==> src/rtl/sar_pkg.sv <==
package sar_pkg;

  typedef enum logic [1:0] {
    PWR_RUN   = 2'd0,
    PWR_SLEEP = 2'd1,
    PWR_WAKE  = 2'd2
  } pwr_state_e;

  typedef enum logic {
    PH_SETTLE = 1'b0,
    PH_DECIDE = 1'b1
  } sar_phase_e;

endpackage

==> src/rtl/sar_rst_sync.sv <==
module sar_rst_sync #(
  parameter int STAGES = 2
) (
  input  logic clk,
  input  logic rst_n,
  output logic rst_sync_n
);
  logic [STAGES-1:0] rq_q;
  logic [STAGES-1:0] rq_d;
  logic [STAGES:0]   rq_shift;

  assign rq_shift = {rq_q, 1'b1};
  assign rq_d     = rq_shift[STAGES-1:0];

  always_ff @(posedge clk or negedge rst_n) begin
    if (!rst_n) rq_q <= '0;
    else        rq_q <= rq_d;
  end

  assign rst_sync_n = rq_q[STAGES-1];
endmodule

==> src/rtl/sar_edge_sync.sv <==
module sar_edge_sync #(
  parameter int STAGES = 2
) (
  input  logic clk,
  input  logic rst_n,
  input  logic async_i,
  output logic rise_o
);
  logic [STAGES-1:0] chain_q;
  logic [STAGES-1:0] chain_d;
  logic [STAGES:0]   chain_shift;
  logic              last_q;

  assign chain_shift = {chain_q, async_i};
  assign chain_d     = chain_shift[STAGES-1:0];

  always_ff @(posedge clk or negedge rst_n) begin
    if (!rst_n) begin
      chain_q <= '0;
      last_q  <= 1'b0;
    end else begin
      chain_q <= chain_d;
      last_q  <= chain_q[STAGES-1];
    end
  end

  assign rise_o = chain_q[STAGES-1] & ~last_q;
endmodule

==> src/rtl/sar_search.sv <==
module sar_search
  import sar_pkg::*;
#(
  parameter int WIDTH = 12
) (
  input  logic             clk,
  input  logic             rst_n,
  input  logic             go_i,
  input  logic             cmp_i,
  output logic [WIDTH-1:0] trial_o,
  output logic             active_o,
  output logic             done_o,
  output logic [WIDTH-1:0] result_o
);
  localparam logic [WIDTH-1:0] TOP_BIT = {1'b1, {(WIDTH-1){1'b0}}};

  logic             active_q, active_d;
  sar_phase_e       phase_q, phase_d;
  logic [WIDTH-1:0] mask_q, mask_d;
  logic [WIDTH-1:0] trial_q, trial_d;
  logic [WIDTH-1:0] result_q;
  logic             decide;
  logic             last_bit;
  logic [WIDTH-1:0] kept;
  logic [WIDTH-1:0] next_mask;

  assign decide    = active_q & (phase_q == PH_DECIDE);
  assign last_bit  = mask_q[0];
  assign kept      = cmp_i ? trial_q : (trial_q & ~mask_q);
  assign next_mask = mask_q >> 1;
  assign done_o    = decide & last_bit;

  always_comb begin
    active_d = active_q;
    phase_d  = phase_q;
    mask_d   = mask_q;
    trial_d  = trial_q;
    if (!active_q) begin
      if (go_i) begin
        active_d = 1'b1;
        phase_d  = PH_SETTLE;
        mask_d   = TOP_BIT;
        trial_d  = TOP_BIT;
      end
    end else if (phase_q == PH_SETTLE) begin
      phase_d = PH_DECIDE;
    end else if (last_bit) begin
      active_d = 1'b0;
      phase_d  = PH_SETTLE;
      mask_d   = '0;
      trial_d  = '0;
    end else begin
      phase_d = PH_SETTLE;
      mask_d  = next_mask;
      trial_d = kept | next_mask;
    end
  end

  always_ff @(posedge clk or negedge rst_n) begin
    if (!rst_n) begin
      active_q <= 1'b0;
      phase_q  <= PH_SETTLE;
      mask_q   <= '0;
      trial_q  <= '0;
    end else begin
      active_q <= active_d;
      phase_q  <= phase_d;
      mask_q   <= mask_d;
      trial_q  <= trial_d;
    end
  end

  always_ff @(posedge clk or negedge rst_n) begin
    if (!rst_n)      result_q <= '0;
    else if (done_o) result_q <= kept;
  end

  assign trial_o  = trial_q;
  assign active_o = active_q;
  assign result_o = result_q;
endmodule

==> src/rtl/sar_pwr_seq.sv <==
module sar_pwr_seq
  import sar_pkg::*;
(
  input  logic clk,
  input  logic rst_n,
  input  logic mode_i,
  input  logic rd_n_i,
  input  logic idle_i,
  input  logic done_i,
  output logic asleep_o,
  output logic ready_o,
  output logic invalid_o
);
  pwr_state_e state_q, state_d;
  logic       dummy_q, dummy_d;
  logic       inval_q, inval_d;
  logic       sleep_req;

  assign sleep_req = ~mode_i & rd_n_i;

  always_comb begin
    state_d = state_q;
    dummy_d = dummy_q;
    inval_d = inval_q;
    if (done_i) begin
      inval_d = dummy_q;
      dummy_d = 1'b0;
    end
    unique case (state_q)
      PWR_RUN: begin
        if (idle_i && sleep_req) begin
          state_d = PWR_SLEEP;
          dummy_d = 1'b1;
          inval_d = 1'b1;
        end
      end
      PWR_SLEEP: begin
        if (mode_i) state_d = PWR_WAKE;
      end
      PWR_WAKE: state_d = PWR_RUN;
      default:  state_d = PWR_RUN;
    endcase
  end

  always_ff @(posedge clk or negedge rst_n) begin
    if (!rst_n) begin
      state_q <= PWR_RUN;
      dummy_q <= 1'b0;
      inval_q <= 1'b0;
    end else begin
      state_q <= state_d;
      dummy_q <= dummy_d;
      inval_q <= inval_d;
    end
  end

  assign asleep_o  = (state_q == PWR_SLEEP);
  assign ready_o   = (state_q == PWR_RUN) & ~sleep_req;
  assign invalid_o = inval_q;
endmodule

==> src/rtl/sar_conv_ctrl.sv <==
module sar_conv_ctrl #(
  parameter int WIDTH       = 12,
  parameter int SYNC_STAGES = 2,
  parameter int RST_STAGES  = 2
) (
  input  logic             clk,
  input  logic             rst_n,
  input  logic             conv_start_i,
  input  logic             cmp_i,
  input  logic             cs_n_i,
  input  logic             rd_n_i,
  input  logic             mode_i,
  output logic [WIDTH-1:0] dac_code_o,
  output logic             busy_n_o,
  output logic             hold_o,
  output logic [WIDTH-1:0] data_o,
  output logic             data_oe_o,
  output logic             pwr_down_o,
  output logic             result_invalid_o
);
  logic             rst_sync_n;
  logic             start_rise;
  logic             go;
  logic             active;
  logic             done;
  logic             ready;
  logic             read_en;
  logic [WIDTH-1:0] trial;
  logic [WIDTH-1:0] result;

  sar_rst_sync #(.STAGES(RST_STAGES)) u_rst_sync (
    .clk        (clk),
    .rst_n      (rst_n),
    .rst_sync_n (rst_sync_n)
  );

  sar_edge_sync #(.STAGES(SYNC_STAGES)) u_edge_sync (
    .clk     (clk),
    .rst_n   (rst_sync_n),
    .async_i (conv_start_i),
    .rise_o  (start_rise)
  );

  assign go = start_rise & ready & ~active;

  sar_search #(.WIDTH(WIDTH)) u_search (
    .clk      (clk),
    .rst_n    (rst_sync_n),
    .go_i     (go),
    .cmp_i    (cmp_i),
    .trial_o  (trial),
    .active_o (active),
    .done_o   (done),
    .result_o (result)
  );

  sar_pwr_seq u_pwr_seq (
    .clk       (clk),
    .rst_n     (rst_sync_n),
    .mode_i    (mode_i),
    .rd_n_i    (rd_n_i),
    .idle_i    (~active),
    .done_i    (done),
    .asleep_o  (pwr_down_o),
    .ready_o   (ready),
    .invalid_o (result_invalid_o)
  );

  assign read_en    = ~cs_n_i & ~rd_n_i & ~active;
  assign busy_n_o   = ~active;
  assign hold_o     = active;
  assign dac_code_o = trial;
  assign data_oe_o  = read_en;
  assign data_o     = read_en ? result : '0;
endmodule

==> config.mk <==
export PLATFORM = sky130hd
export DESIGN_NAME = sar_conv_ctrl
export DESIGN_NICKNAME = d
export VERILOG_FILES = /design/src/rtl/sar_pkg.sv /design/src/rtl/sar_rst_sync.sv /design/src/rtl/sar_edge_sync.sv /design/src/rtl/sar_search.sv /design/src/rtl/sar_pwr_seq.sv /design/src/rtl/sar_conv_ctrl.sv
export SDC_FILE = /design/constraint.sdc
export NUM_CORES = 1
export LEC_CHECK = 0
export BUFFER_PORTS_ARGS = -buffer_cell sky130_fd_sc_hd__buf_2
export CORE_MARGIN = 3
export CORE_UTILIZATION = 42
export DETAILED_ROUTE_END_ITERATION = 7
export PLACE_DENSITY = 0.69
export SLEW_MARGIN = 5
export SYNTH_ARGS = -nofsm -noshare
export SYNTH_HDL_FRONTEND = slang
export SYNTH_SLANG_ARGS = --single-unit
==> constraint.sdc <==
create_clock -name clk -period 1.9 [get_ports clk]
set_input_delay 0.19 -clock clk [delete_from_list [all_inputs] [get_ports clk]]
set_output_delay 0.19 -clock clk [all_outputs]
set_load 0.02 [all_outputs]
==> results by group <==
Logic synthesis
  • Largest cells by area after synthesis: dfrtp_1 55%, nand2_1 9.0%, o22ai_1 4.1%
  • Synth Instances: 218
  • Avg Cell Area, Syn: 9.73 um^2
  • Top_reg_cell synth: dfrtp_1
  • Top cell type by total area after synthesis: dfrtp_1
  • Yosys warns: 0
  • Seq/Total Area, Yosys: 55.4%
  • Area share of the largest cell type after synthesis: between 50% and 60%
  • Seq cells post-synth: 47
  • Synthesized area: 2120 um^2
  • Asr flop ratio synth: between 90% and 100%
  • Netlist cell types: 31
  • Top post-synthesis cells by count: 51 x nand2_1, 47 x dfrtp_1, 15 x o21ai_0
  • EDFF count, synth: 0
  • Most common cell in the netlist: nand2_1
  • Syn Nets: between 200 and 250

Timing
  • RSZ-0062 raised after global routing: false
  • Setup TNS: 0 ns
  • Fmax: 583 MHz
  • Period utilization: 90.3%
  • Relative slew slack: between 60% and 70%
  • Final setup fails: 0
  • Final hold vios: 0
  • Max Slew Vio Count: 0
  • Final setup margin: ~0.18 ns
  • Minimum clock period: between 1.5 and 2 ns
  • Setup clock skew after layout: between 0.005 and 0.006 ns
  • Worst Tran Pin Value: around 0.50 ns

Global routing
  • Largest net degree at the start of global routing: 30
  • First-pass GRT wire length: between 7000 and 8000 um
  • GRT Overall Usage: 14.9%
  • Grt total ovfl: 0
  • Initial antenna violation count: 0
  • Number of global-route vias before repair: ~1400

Detailed routing
  • Vias per cell: 4.88
  • Drt initial violations: around 130
  • First-pass DRT Iterations: 4
  • Post-DR wirelength/cell: roughly 13 um
  • Antenna Nets Post-Route: 0
  • DR vias: ~1600
  • Routed WL: approximately 4200 um
  • Post-route DRC: 0

Run
  • Max-cap viol count: 0

Layout
  • Final Net Count: roughly 260
  • Multi-input logic area: about 840 um^2
  • Ant. Diodes: 0
  • Area added between synthesis and finish: 16.2%
  • Share of cells above drive strength 1: 20.4%
  • Register area: 1180 um^2
  • Fillers: 490

Place
  • GP Congestion: approximately 0.75
  • Port-buffer cells: 35
  • Pre-CTS WS: 0.388 ns
  • HPWL Detailed: ~3000 um

CTS
  • CTS Buf Count: 5
  • Root buf cell: clkbuf_8
  • CTS tree: done
  • CTS max path bufs: 2
  • H-tree depth: 2
  • # Post-CTS Setup Buffers: 0
  • Clock slew at reported path FFs: ~0.080 ns
  • Num Clock Sinks: 47
  • Clk_lat worst skew: between 0.2 and 0.3 ns

Setup path
  • Critical path origin: u_search.active_o
  • R2R cell count: 4
  • Worst flop-to-flop path startpoint: u_search.active_o
  • Slowest Stage Delay on Critical Path: ~0.50 ns
  • Cell family with most CP delay: flip-flops
  • Bufs and invs on worst path: 2
  • Critical path arrival: around 1.5 ns
  • FF-to-FF End: u_search.mask_q[4]
  • Crit Path Category: register to primary output
  • Critical Path End Type: primary output
  • CP Data Required Time: roughly 1.7 ns
  • Worst path slowest cell: dfrtp_2
  • R2r setup slk: 0.41 ns
  • Crit-path cells: nor3_1 > buf_4 > and2_1 > buf_2
  • Worst Path Max Fanout: 13
  • Crit start category: register

Power
  • Sequential power share: 48.4%
  • Power Internal: roughly 0.0021 W
  • Worst VDD drop: between 0.0004 and 0.0005 V
  • Power Density: between 1000 and 1500 nW/um^2
  • Clk pwr share: between 10% and 20%
  • Leak Pwr: around 1.2 nW
  • Switching power total: around 0.0014 W
  • Switch share: 39.7%
  • Share of power burned in combinational logic: between 30 and 40%

Floorplan
  • Starting Density: between 40% and 50%
  • FP Rows: 25
  • Die Y: between 70 and 80 um
  • Die Width: slightly below 80 um
  • # IOs: 36
  • Core Region: ~4800 um^2
  • Die footprint: 5940 um^2

Run status
  • Status: completed

Hold path
  • Min-Delay Endpoint: u_pwr_seq.state_q[0]
  • Hold Path Class: input pin to register
  • Hold path cells: 2
  • Hold Crit Start: mode_i
-- cells in the final DEF (no fill, tap or decap), types with 2 or more instances in the layout --
cell type / n
buf_4: 4
clkbuf_8: 5
dlygate4sd3_1: 2
buf_2: 35
mux2i_1: 3
and2_1: 13
dfrtp_1: 45
o32ai_1: 7
nor2b_1: 4
o22ai_1: 14
dfrtp_2: 2
nand2b_1: 13
clkbuf_1: 2
nand2_1: 51
o21ai_0: 15
a21oi_1: 12
inv_1: 10
-- registers in the layout (all words and copies together), names as in the netlist --
register / flops
u_edge_sync.chain_q: 2
u_search.result_o: 12
u_pwr_seq.state_q: 2
u_search.mask_q: 12
u_search.trial_o: 12
u_rst_sync.rq_q: 2
u_search.active_o: 1
u_search.phase_q: 1
u_pwr_seq.invalid_o: 1
u_edge_sync.last_q: 1
u_pwr_seq.dummy_q: 1
-- power groups by stage --
stage / clock network, W / registers (W) / logic, W
floorplan: 0 / 0.00172 / 0.000928
global placement: 0 / 0.00171 / 0.00125
detailed placement: 0 / 0.00173 / 0.00127
CTS: 0.000570 / 0.00171 / 0.00128
global route: 0.000609 / 0.00177 / 0.00143
finish: 0.000553 / 0.00171 / 0.00127
-- what timing repair did --
item	CTS	global route
hold buffers	2	0
endpoints found under the hold margin	3	0
endpoints found under the setup margin	0	4
resized for setup	0	1
-- worst max-delay path by stage --
| stage | to | cells after the start | slack (ns) |
|---|---|---|---|
| 2_1_floorplan | data_o[10] | 4 | 0.18 |
| 3_3_place_gp | u_search.mask_q[7] | 4 | 0.46 |
| 3_5_place_dp | u_search.mask_q[4] | 4 | 0.39 |
| 4_1_cts | data_o[4] | 4 | 0.13 |
| 5_1_grt | data_o[11] | 4 | 0.05 |
| 6_report | data_o[4] | 4 | 0.18 |
-- layout make-up --
class / instances / area share (%)
Tap cell: 67 / 3.40
Timing Repair Buffer: 42 / 9.95
Sequential cell: 47 / 47.8
Clock buffer: 7 / 3.10
Multi-Input combinational cell: 148 / 34.1
Inverter: 11 / 1.68
-- through the flow --
stage                     total power (W)  hold WS (ns)  instance area [um^2]  utilization, %  instances
final                             0.00353        0.0654                  2460            51.2        322
after CTS                         0.00356        0.0601                  2460            51.1        322
after global routing              0.00381        0.0619                  2460            51.2        322
after detailed placement          0.00300       -0.0232                  2370            49.1        313
after floorplan                   0.00265        -0.106                  2120               -        218
after global placement            0.00296       -0.0256                  2370            49.1        313
-- kinds of logic after synthesis --
kind of cell           count (synthesis)  synth area share (%)
AOI/OAI and AO/OA                     53                  15.4
buffers and inverters                 23                  5.01
DFF                                   47                  55.4
muxes                                  3                  1.42
other                                  1                 0.177
and+or+nand+nor                       91                  22.6
-- per-layer routing --
metal	wire length (um)	global-route usage, %
met1	2050	21.7
met2	1910	21.8
met3	209	3.76
met4	57	4.80
met5	0	0
Power figures use the tool's default switching activity.
